### config.mk
export PLATFORM = sky130hd
export DESIGN_NAME = preamble_gen
export DESIGN_NICKNAME = d
export VERILOG_FILES = /design/src/rtl/preamble_pkg.sv /design/src/rtl/preamble_cfg_latch.sv /design/src/rtl/preamble_serializer.sv /design/src/rtl/preamble_rep_ctrl.sv /design/src/rtl/preamble_gen.sv
export SDC_FILE = /design/constraint.sdc
export NUM_CORES = 1
export LEC_CHECK = 0
export BUFFER_PORTS_ARGS = -buffer_cell sky130_fd_sc_hd__buf_2
export CORE_MARGIN = 3
export CORE_UTILIZATION = 58
export CTS_CLUSTER_SIZE = 24
export DETAILED_ROUTE_END_ITERATION = 12
export GPL_TIMING_DRIVEN = 0
export PLACE_DENSITY = 0.83
export SYNTH_ARGS = -nofsm -noshare
export SYNTH_HDL_FRONTEND = slang
export SYNTH_SLANG_ARGS = --single-unit
### constraint.sdc
create_clock -name clk -period 4.34 [get_ports clk]
set_clock_uncertainty 0.2 [all_clocks]
set_input_delay 0.868 -clock clk [delete_from_list [all_inputs] [get_ports clk]]
set_output_delay 0.868 -clock clk [all_outputs]
set_load 0.02 [all_outputs]
### src/rtl/preamble_pkg.sv
package preamble_pkg;
   localparam int unsigned BYTE_BITS   = 8;
   localparam int unsigned PAT_BYTES   = 2;
   localparam int unsigned PAT_BITS    = BYTE_BITS * PAT_BYTES;
   localparam logic [PAT_BITS-1:0] DEF_PATTERN = 16'h3333;
   localparam logic [BYTE_BITS-1:0] DEF_REPS   = 8'd2;

   typedef enum logic {
      ORDER_LSB_FIRST = 1'b0,
      ORDER_MSB_FIRST = 1'b1
   } chip_order_e;
endpackage

### src/rtl/preamble_cfg_latch.sv
module preamble_cfg_latch
   import preamble_pkg::*;
#(
   parameter int unsigned BYTE_W  = BYTE_BITS,
   parameter int unsigned N_BYTES = PAT_BYTES,
   parameter logic [BYTE_W*N_BYTES-1:0] RST_PAT = DEF_PATTERN
) (
   input  logic                      clk,
   input  logic                      rst_n,
   input  logic                      load,
   input  logic [BYTE_W*N_BYTES-1:0] pat_in,
   output logic [BYTE_W*N_BYTES-1:0] pat_q
);
   localparam int unsigned W = BYTE_W * N_BYTES;

   if (BYTE_W < 1 || N_BYTES < 1) begin : g_bad_geom
      $error("preamble_cfg_latch: byte width and byte count must be non-zero");
   end

   for (genvar b = 0; b < N_BYTES; b++) begin : g_byte
      always_ff @(posedge clk or negedge rst_n) begin
         if (!rst_n)
            pat_q[b*BYTE_W +: BYTE_W] <= RST_PAT[b*BYTE_W +: BYTE_W];
         else if (load)
            pat_q[b*BYTE_W +: BYTE_W] <= pat_in[b*BYTE_W +: BYTE_W];
      end
   end

   // stored pattern moves only when a start is accepted
   p_cfg_frozen_r9: assert property (@(posedge clk) disable iff (!rst_n)
      !load |=> $stable(pat_q))
      else $error("p_cfg_frozen_r9");

   logic unused_w;
   assign unused_w = (W == 0);
endmodule

### src/rtl/preamble_serializer.sv
module preamble_serializer
   import preamble_pkg::*;
#(
   parameter int unsigned PAT_W = PAT_BITS,
   parameter chip_order_e ORDER = ORDER_LSB_FIRST
) (
   input  logic             clk,
   input  logic             rst_n,
   input  logic             clear,
   input  logic             step,
   input  logic [PAT_W-1:0] pat,
   output logic             chip,
   output logic             idx_last
);
   localparam int unsigned IDX_W = (PAT_W > 1) ? $clog2(PAT_W) : 1;
   localparam logic [IDX_W-1:0] LAST_IDX = IDX_W'(PAT_W - 1);

   if (PAT_W < 2) begin : g_bad_width
      $error("preamble_serializer: pattern must hold at least two chips");
   end

   logic [IDX_W-1:0] idx_q;
   logic [IDX_W-1:0] sel;

   if (ORDER == ORDER_LSB_FIRST) begin : g_lsb
      assign sel = idx_q;
   end else begin : g_msb
      assign sel = LAST_IDX - idx_q;
   end

   assign idx_last = (idx_q == LAST_IDX);

   always_ff @(posedge clk or negedge rst_n) begin
      if (!rst_n) begin
         idx_q <= '0;
         chip  <= 1'b0;
      end else if (clear) begin
         idx_q <= '0;
      end else if (step) begin
         chip  <= pat[sel];
         idx_q <= idx_last ? '0 : idx_q + 1'b1;
      end
   end

   // chip output holds unless a strobe is taken
   p_chip_hold_r4: assert property (@(posedge clk) disable iff (!rst_n)
      !step |=> $stable(chip))
      else $error("p_chip_hold_r4");

   // chip index restarts at zero on every accepted start
   p_idx_clear_r3: assert property (@(posedge clk) disable iff (!rst_n)
      clear |=> !idx_last || (PAT_W == 1))
      else $error("p_idx_clear_r3");
endmodule

### src/rtl/preamble_rep_ctrl.sv
module preamble_rep_ctrl
   import preamble_pkg::*;
#(
   parameter int unsigned CNT_W = BYTE_BITS
) (
   input  logic             clk,
   input  logic             rst_n,
   input  logic             start,
   input  logic             chip_en,
   input  logic [CNT_W-1:0] reps_in,
   input  logic             idx_last,
   output logic             accept,
   output logic             step,
   output logic             busy,
   output logic             done
);
   if (CNT_W < 8) begin : g_bad_cnt
      $error("preamble_rep_ctrl: count must reach at least 255");
   end

   logic [CNT_W-1:0] reps_left;
   logic             wrap;
   logic             final_chip;

   assign accept     = start & ~busy;
   assign step       = busy & chip_en;
   assign wrap       = step & idx_last;
   assign final_chip = wrap & (reps_left == CNT_W'(1));

   always_ff @(posedge clk or negedge rst_n) begin
      if (!rst_n) begin
         busy      <= 1'b0;
         done      <= 1'b0;
         reps_left <= '0;
      end else begin
         done <= 1'b0;
         if (accept) begin
            if (reps_in == '0) begin
               done <= 1'b1;
            end else begin
               busy      <= 1'b1;
               reps_left <= reps_in;
            end
         end else if (final_chip) begin
            busy      <= 1'b0;
            done      <= 1'b1;
            reps_left <= '0;
         end else if (wrap) begin
            reps_left <= reps_left - 1'b1;
         end
      end
   end

   // a non-zero start turns busy on
   p_busy_on_r2: assert property (@(posedge clk) disable iff (!rst_n)
      accept && (reps_in != '0) |=> busy)
      else $error("p_busy_on_r2");

   // zero count gives done without a burst
   p_zero_skip_r7: assert property (@(posedge clk) disable iff (!rst_n)
      accept && (reps_in == '0) |=> done && !busy)
      else $error("p_zero_skip_r7");

   // done and busy are never high together
   p_done_idle_r6: assert property (@(posedge clk) disable iff (!rst_n)
      done |-> !busy)
      else $error("p_done_idle_r6");

   // last chip ends the burst with done
   p_end_burst_r6: assert property (@(posedge clk) disable iff (!rst_n)
      final_chip |=> done && !busy)
      else $error("p_end_burst_r6");

   // a start during a burst leaves the repetition state alone
   p_start_ignored_r8: assert property (@(posedge clk) disable iff (!rst_n)
      busy && start && !wrap |=> busy && $stable(reps_left))
      else $error("p_start_ignored_r8");
endmodule

### src/rtl/preamble_gen.sv
module preamble_gen
   import preamble_pkg::*;
#(
   parameter int unsigned BYTE_W  = BYTE_BITS,
   parameter int unsigned CNT_W   = BYTE_BITS,
   parameter chip_order_e ORDER   = ORDER_LSB_FIRST,
   parameter logic [2*BYTE_W-1:0] RST_PAT = DEF_PATTERN
) (
   input  logic              clk,
   input  logic              rst_n,
   input  logic              start,
   input  logic              chip_en,
   input  logic [CNT_W-1:0]  cfg_reps,
   input  logic [BYTE_W-1:0] cfg_pat_lo,
   input  logic [BYTE_W-1:0] cfg_pat_hi,
   output logic              chip,
   output logic              busy,
   output logic              done
);
   localparam int unsigned PAT_W = 2 * BYTE_W;

   logic             accept;
   logic             step;
   logic             idx_last;
   logic [PAT_W-1:0] pat_q;

   preamble_rep_ctrl #(.CNT_W(CNT_W)) u_ctrl (
      .clk      (clk),
      .rst_n    (rst_n),
      .start    (start),
      .chip_en  (chip_en),
      .reps_in  (cfg_reps),
      .idx_last (idx_last),
      .accept   (accept),
      .step     (step),
      .busy     (busy),
      .done     (done)
   );

   preamble_cfg_latch #(.BYTE_W(BYTE_W), .N_BYTES(2), .RST_PAT(RST_PAT)) u_cfg (
      .clk    (clk),
      .rst_n  (rst_n),
      .load   (accept),
      .pat_in ({cfg_pat_hi, cfg_pat_lo}),
      .pat_q  (pat_q)
   );

   preamble_serializer #(.PAT_W(PAT_W), .ORDER(ORDER)) u_ser (
      .clk      (clk),
      .rst_n    (rst_n),
      .clear    (accept),
      .step     (step),
      .pat      (pat_q),
      .chip     (chip),
      .idx_last (idx_last)
   );
endmodule

==> run_results.csv <==
group,metric,value,unit
pwr,power.share.sequential,47.3,%
worst_setup_path,critPathCaptureType,"register",
clock_tree,root_buffer,"clkbuf_4",
synth,yosysMostFrequentCell,"nand2_1",
timing,final.setup.tns,0,ns
detailed_routing,drt_iter0_markers,81,
placed_design,io_buffers,30,
synth,seq_area_frac_synth,47.7,%
timing,fin_crit,2.31,ns
clock_tree,clk_latency,0.33,ns
die,dieWidth,59.3,um
clock_tree,clkTransAtPathRegs,0.09,ns
worst_setup_path,arrival,2.31,ns
synth,synth_top_area_share,34.9,%
global_route,grt.overflow.total,0,
timing,max_freq,0.433,GHz
synth,synth_flop_cell,"dfrtp_1",
die,io_pins,31,
job,max-cap-violations,0,
global_route,grt_pass1_wl,6050,um
pwr,pwr-share-clk,17.9,%
pwr,p_leak,0.915,nW
worst_setup_path,critical_path_class,"input pin to register",
synth,synth_top_cells_by_area,"dfrtp_1 35%, dfstp_2 13%, nand2_1 12%",
detailed_routing,wl_per_cell,15.1,um
timing,finalHoldViolCount,0,
synth,synth-xor-area-share,0,%
synth,synth_top_area_cell,"dfrtp_1",
die,core-area,0.00259,mm2
placed_design,place_inst,231,
synth,synth_cells,171,
clock_tree,cts_tree,"built",
timing,slew_viol_final,0,
synth,syn-num-nets,202,
detailed_routing,met1_length,1630,um
pwr,cellPowerDensity,551,mW/mm2
clock_tree,numCtsBuffers,5,
detailed_routing,drc_errors,0,
pwr,power_frac_comb,34.8,%
synth,synth_top_family_by_area,"simple AND/OR/NAND/NOR gates",
clock_tree,htreeDepth,2,
pwr,vdd_drop_max,0.000430,V
timing,tightest_slew,0.674,ns
clock_tree,cts.repair.resized,0,
synth,netlist-cell-type-count,39,
detailed_routing,top_layer,"met4",
worst_hold_path,worstHoldPathType,"register to register",
finish,instances_no_fill,239,
worst_setup_path,crit_required,4.35,ns
finish,design_area,0.00190,mm2
pwr,p_int,0.686,mW
synth,yosys_warnings,0,
global_route,grt_pass1_vias,1323,
synth,synth_compound_area_share,16.6,%
global_route,antenna_found_initial,0,
synth,netlist_area,0.00165,mm2
synth,synth_mux_area_share,8.73,%
detailed_routing,wl_met2,1670,um
synth,netlist_top_cells_count,"53 x nand2_1, 23 x dfrtp_1, 8 x dfstp_2",
synth,yosys.area_share.simple,21.3,%
detailed_routing,dr.pass1.iters,4,
timing,slew_headroom,54.6,%
synth,async_flop_share,100,%
timing,whs,0.262,ns
synth,syn_avg_cell_area,9.64,um2
clock_tree,clockBufferDepth,2,
detailed_routing,via_per_inst,5.85,
synth,ys_ff_latch,31,
global_route,grt_max_degree,32,
detailed_routing,postRouteAntennaNets,0,
die,design.die.area,0.00352,mm2
pwr,power_switching,0.363,mW
timing,rsz0062_at_grt,"no",
placed_design,place_congestion,0.915,
timing,final.period_utilization,53.2,%
global_route,track_usage,23.3,%
clock_tree,holdBufCountCts,0,
worst_setup_path,reg2reg_slack,2.17,ns
worst_setup_path,worst-path-max-fanout,8,
detailed_routing,routed_wl,3600,um
pwr,swShare,34.6,%
detailed_routing,num_vias,1397,
clock_tree,cts_num_sinks,31,
timing,setup_viol,0,
clock_tree,post-cts-setup-buffers,0,
finish,n_antenna_cell,0,
placed_design,place_hpwl,2670,um
finish,layout.nets,239,
die,die_height,59.3,um
die,num_rows,18,
finish,fin_util,73.5,%
run_status,outcome,"finished clean",
worst_setup_path,crit_path_start_kind,"input pin",
synth,synth_fa_ha_area_share,2.28,%
finish,layout-drive-gt1-share,28.7,%
finish,synthToLayoutAreaGrowth,15.6,%
placed_design,place_area,0.00184,mm2
die,initial_core_util,63.6,%
detailed_routing,wl_met3,238,um
synth,synth_edf_count,0,
## sequential cells by signal, indices dropped and copies added (netlist names)
name / count
u_ser.chip: 1
u_ctrl.reps_left: 8
u_ctrl.busy: 1
u_ser.idx_q: 4
u_ctrl.done: 1
u_cfg.pat_q: 16
## placed cells by master (no fill, tap or decap), types with 4 or more instances in the layout
cell type	count
nand2_1	53
buf_2	33
dfrtp_1	23
dfstp_2	8
nor2_1	7
inv_1	5
clkbuf_1	5
o2bb2ai_1	5
clkbuf_4	5
a32oi_1	4
a21oi_1	4
o22ai_1	4
mux4_2	4
## kinds of logic after synthesis
kind of cell / after synthesis
buffers and inverters: 14
adder cells (fa/ha/maj): 3
AO/OA/AOI/OAI: 34
multiplexers: 9
AND/OR/NAND/NOR: 80
flip-flops: 31
## area by class of cell
cell class	count	area, um2
Sequential cell	31	786
Fill cell	207	686
Multi-Input combinational cell	126	806
Tap cell	30	37.5
Clock buffer	8	68.8
Inverter	5	18.8
Timing Repair Buffer	30	150
Buffer	9	37.5
## power groups by stage
stage	Combinational [mW]	Sequential, mW	Clock [mW]
2_1_floorplan	0.272	0.481	0
3_3_place_gp	0.341	0.492	0
3_5_place_dp	0.361	0.500	0
4_1_cts	0.365	0.494	0.191
5_1_grt	0.409	0.511	0.207
6_report	0.365	0.496	0.188
## stage by stage
step	setup WS [ns]	power [mW]
floorplan	2.02	0.753
global placement	1.73	0.833
detailed placement	1.69	0.861
CTS	2.03	1.05
global route	1.95	1.13
finish	2.03	1.05
## worst paths after layout
check	startpoint	to	cells past startpoint
hold / removal	u_cfg.pat_q[8]$_DFFE_PN1P_	u_cfg.pat_q[8]$_DFFE_PN1P_	2
setup reg to reg	u_ser.idx_q[0]$_DFFE_PN0P_	u_ctrl.reps_left[1]$_DFFE_PN0P_	6
min in group asynchronous	rst_n	u_ctrl.reps_left[4]$_DFFE_PN0P_	1
setup / recovery	chip_en	u_ctrl.reps_left[1]$_DFFE_PN0P_	7
hold reg to reg	u_cfg.pat_q[8]$_DFFE_PN1P_	u_cfg.pat_q[8]$_DFFE_PN1P_	2
max in group asynchronous	rst_n	u_ctrl.reps_left[2]$_DFFE_PN0P_	1
## metal layers
| metal | vias up | GRT usage [%] |
|---|---|---|
| met5 | - | 0 |
| met4 | 0 | 10.0 |
| met3 | 8 | 4.58 |
| met2 | 53 | 34.9 |
| met1 | 654 | 32.8 |
| li1 | 682 | - |
## critical path, cell delays in order
cell	delay, ns
buf_2	0.11
and2_1	0.14
clkbuf_1	0.18
and2_1	0.17
buf_2	0.16
nor2_2	0.30
mux2_2	0.39
Power figures use the tool's default switching activity.
